### src/rtl/align_pkg.sv
package align_pkg;
  typedef enum logic [2:0] {
    AC_BYTE   = 3'd0,
    AC_HALF   = 3'd1,
    AC_WORD   = 3'd2,
    AC_DWORD  = 3'd3,
    AC_MULTI  = 3'd4,
    AC_SYNC   = 3'd5,
    AC_COPROC = 3'd6,
    AC_PCLOAD = 3'd7
  } acc_class_e;

  typedef enum logic [1:0] {
    MK_NORMAL = 2'd0,
    MK_DEVICE = 2'd1,
    MK_STRONG = 2'd2
  } mem_kind_e;

  typedef struct packed {
    logic half_mis;
    logic word_mis;
    logic dword_mis;
  } mis_t;
endpackage

### src/rtl/align_rules.sv
module align_rules
  import align_pkg::*;
(
  input  logic       unal_en,
  input  logic       strict_en,
  input  logic       mmu_on,
  input  logic       xpage,
  input  mem_kind_e  mem_kind,
  input  acc_class_e acc_class,
  input  mis_t       mis,
  output logic       fault,
  output logic       unal_ok,
  output logic [1:0] clr_bits
);
  logic dev_chk;
  logic size_mis;

  always_comb begin
    dev_chk  = mmu_on && xpage && (mem_kind != MK_NORMAL);
    size_mis = (acc_class == AC_HALF) ? mis.half_mis : mis.word_mis;
    fault    = 1'b0;
    unal_ok  = 1'b0;
    clr_bits = 2'd0;
    case (acc_class)
      AC_BYTE: ;
      AC_HALF, AC_WORD: begin
        if (strict_en)
          fault = size_mis;
        else if (unal_en) begin
          if (size_mis && dev_chk) fault = 1'b1;
          else                     unal_ok = size_mis;
        end else
          clr_bits = (acc_class == AC_HALF) ? 2'd1 : 2'd2;
      end
      AC_DWORD: begin
        if (unal_en)        fault = mis.word_mis;
        else if (strict_en) fault = mis.dword_mis;
        else                clr_bits = 2'd3;
      end
      default: fault = mis.word_mis;
    endcase
  end
endmodule

### config.mk
export PLATFORM = sky130hd
export DESIGN_NAME = align_rules
export DESIGN_NICKNAME = d
export VERILOG_FILES = /design/src/rtl/align_pkg.sv /design/src/rtl/align_rules.sv
export SDC_FILE = /design/constraint.sdc
export NUM_CORES = 1
export LEC_CHECK = 0
export CAP_MARGIN = 0
export CORE_AREA = 2 2 39 41
export DETAILED_ROUTE_END_ITERATION = 8
export DIE_AREA = 0 0 41 43
export PLACE_DENSITY_LB_ADDON = 0.05
export SLEW_MARGIN = 5
export SYNTH_ARGS = -nofsm -noshare
export SYNTH_HDL_FRONTEND = slang
export SYNTH_SLANG_ARGS = --single-unit
export TNS_END_PERCENT = 30
### constraint.sdc
create_clock -name vclk -period 1.8
set_clock_uncertainty 0.15 [all_clocks]
set_input_delay 0.54 -clock vclk [all_inputs]
set_output_delay 0.54 -clock vclk [all_outputs]
set_load 0.005 [all_outputs]
==> run_results.csv <==
group,metric,value,unit
drt,avgViaCountPerCell,3.902,
final_layout,register_area,0,sq um
sta,finalSetupViolations,4,
critical_path,arrival,1.32,ns
drt,ant_nets,0,
synth,avgSynthCellArea,5.888,sq um
final_layout,layout.nets,49,
sta,max_freq,496.5,MHz
synth,ys.warnings.count,0,
critical_path,crit_path_start,"acc_class[0]",
pwr,p_switching,0.02005,mW
pwr,power.share.switching,0.4248,
final_layout,area_delta_synth_final,163.7,%
synth,yosys.area.top_type,"nand2_1",
final_layout,fill_cells,163,
pwr,comb_power_share,1.000,
placement,dp_hpwl,419.3,um
drt,drc,0,
pwr,internal_power,0.02715,mW
run_status,status,"finished with violations",
worst_hold_path,min_path_type,"input port to output port",
synth,synthTopCellsByArea,"nand2_1 (19%), nand3b_1 (15%), and2_1 (13%)",
grt,overflow,0,
sta,fin_crit,2.014,ns
critical_path,worstSetupStartpointType,"input port",
pwr,finalPower,0.04720,mW
job,drv_cap,0,
sta,setup_slack,-0.2140,ns
pwr,p_per_area,178.8,mW/mm^2
sta,fin_crit_sh,1.119,
placement,place_congestion,0.5369,
synth,ys_seq_area_frac,0,
grt,antenna_found_initial,0,
synth,syn-cell-area,100.1,sq um
final_layout,n_antenna_cell,0,
critical_path,crit_required,1.11,ns
drt,drt_iter0_drc,4,
grt,grt_pass1_vias,193,
sta,hold_violations,0,
sta,relSlewSlack,0.8426,
synth,synthDistinctLibCells,10,
critical_path,critPathKind,"input port to output port",
floorplan,die-width,41,um
run_status,violations,"negative setup slack",
drt,routedWlPerCell,10.14,um
floorplan,core-area,0.001384,sq mm
sta,tightest_slew,0.2324,ns
sta,slew_viol_final,0,
worst_hold_path,holdCritStartpoint,"acc_class[2]",
final_layout,seq_cells,0,
drt,drt_pre_antenna_iters,4,
floorplan,dieArea,0.001763,sq mm
synth,synth.top_cell.area_share,0.1875,
synth,syn_nets,29,
final_layout,clkbuf_count,0,
placement,port_buffers,16,
pwr,p_leak,0.1280,nW
grt,grt_use_total,0.05594,
sta,whs,1.272,ns
critical_path,end_kind,"output port",
drt,vias,199,
drt,routed_wl,517,um
grt,grt_max_degree,6,
floorplan,start_util,0.07233,
floorplan,die_y,43,um
synth,postSynthCellCount,17,
final_layout,drive_gt1_frac,0.5714,
pwr,peakVddDrop,36.61,uV
pwr,power_frac_seq,0,
grt,grt_pass1_wl,724,um
sta,rsz0062_at_grt,"yes",
critical_path,critical_path.max_fanout,4,
floorplan,placementRows,14,
floorplan,io_pins,16,
pwr,pwr-share-clk,0,
cell families after synthesis:
| logic type | Yosys count | synth area share |
|---|---|---|
| AND/OR/NAND/NOR | 12 | 0.5999 |
| AO/OA/AOI/OAI | 5 | 0.4000 |
power by group through the flow:
stage / Sequential, mW / Clock [mW] / Combinational, mW
after global routing: 0 / 0 / 0.0510
after floorplan: 0 / 0 / 0.0119
after CTS: 0 / 0 / 0.0421
after global placement: 0 / 0 / 0.0511
after detailed placement: 0 / 0 / 0.0514
final: 0 / 0 / 0.0472
cell usage after synthesis, drive strengths merged:
| library cell | count |
|---|---|
| nor3 | 2 |
| o211a | 1 |
| a21oi | 1 |
| o21a | 1 |
| nand2 | 5 |
| nor2 | 1 |
| a211o | 1 |
| o311ai | 1 |
| nand3b | 2 |
| and2 | 2 |
critical path, stage by stage:
cell,delay [ns]
buf_6,0.10
nand3b_1,0.14
o21a_1,0.12
o311ai_1,0.27
buf_2,0.16
per-layer routing:
metal  global-route usage  part of all wire
met1              0.06013              0.38
met3                    0             0.085
met2               0.1125              0.53
met4             0.006667                 0
met5                    0                 0
final timing paths:
kind / endpoint / slack [ns] / cells after the start
setup / recovery: fault / -0.21 / 5
hold / removal: fault / 1.27 / 3
per-stage QoR:
step | instances | area (sq um) | util | setup TNS [ns] | setup slack, ns
after global routing | 51 | 264.0 | 0.1908 | -0.6997 | -0.2507
after global placement | 49 | 280.3 | 0.2025 | -3.620 | -0.9967
after floorplan | 17 | 100.1 | - | 0 | 0.06355
final | 51 | 264.0 | 0.1908 | -0.5570 | -0.2140
after CTS | 50 | 244.0 | 0.1763 | -0.6055 | -0.2294
after detailed placement | 49 | 280.3 | 0.2025 | -3.544 | -1.000
layout make-up:
cell class                 instances  area (sq um)  area share
tap                               16         20.02     0.07583
multi-input combinational         17         120.1      0.4550
timing repair buffer              18         123.9      0.4692
placed cells by master (no fill, tap or decap), types with 2 or more instances in the layout:
cell type  instances
buf_2             10
nand2_1            5
buf_4              3
and2_1             2
nand3b_1           2
timing repair:
| action | in CTS | in global routing |
|---|---|---|
| pin swaps | 9 | 2 |
| buffers inserted | 1 | 1 |
| hold buffers | 0 | 0 |
| setup endpoints to repair | 4 | 4 |
| gates resized for setup | 57 | 6 |
Note: power is estimated with default switching activity, not from simulation.
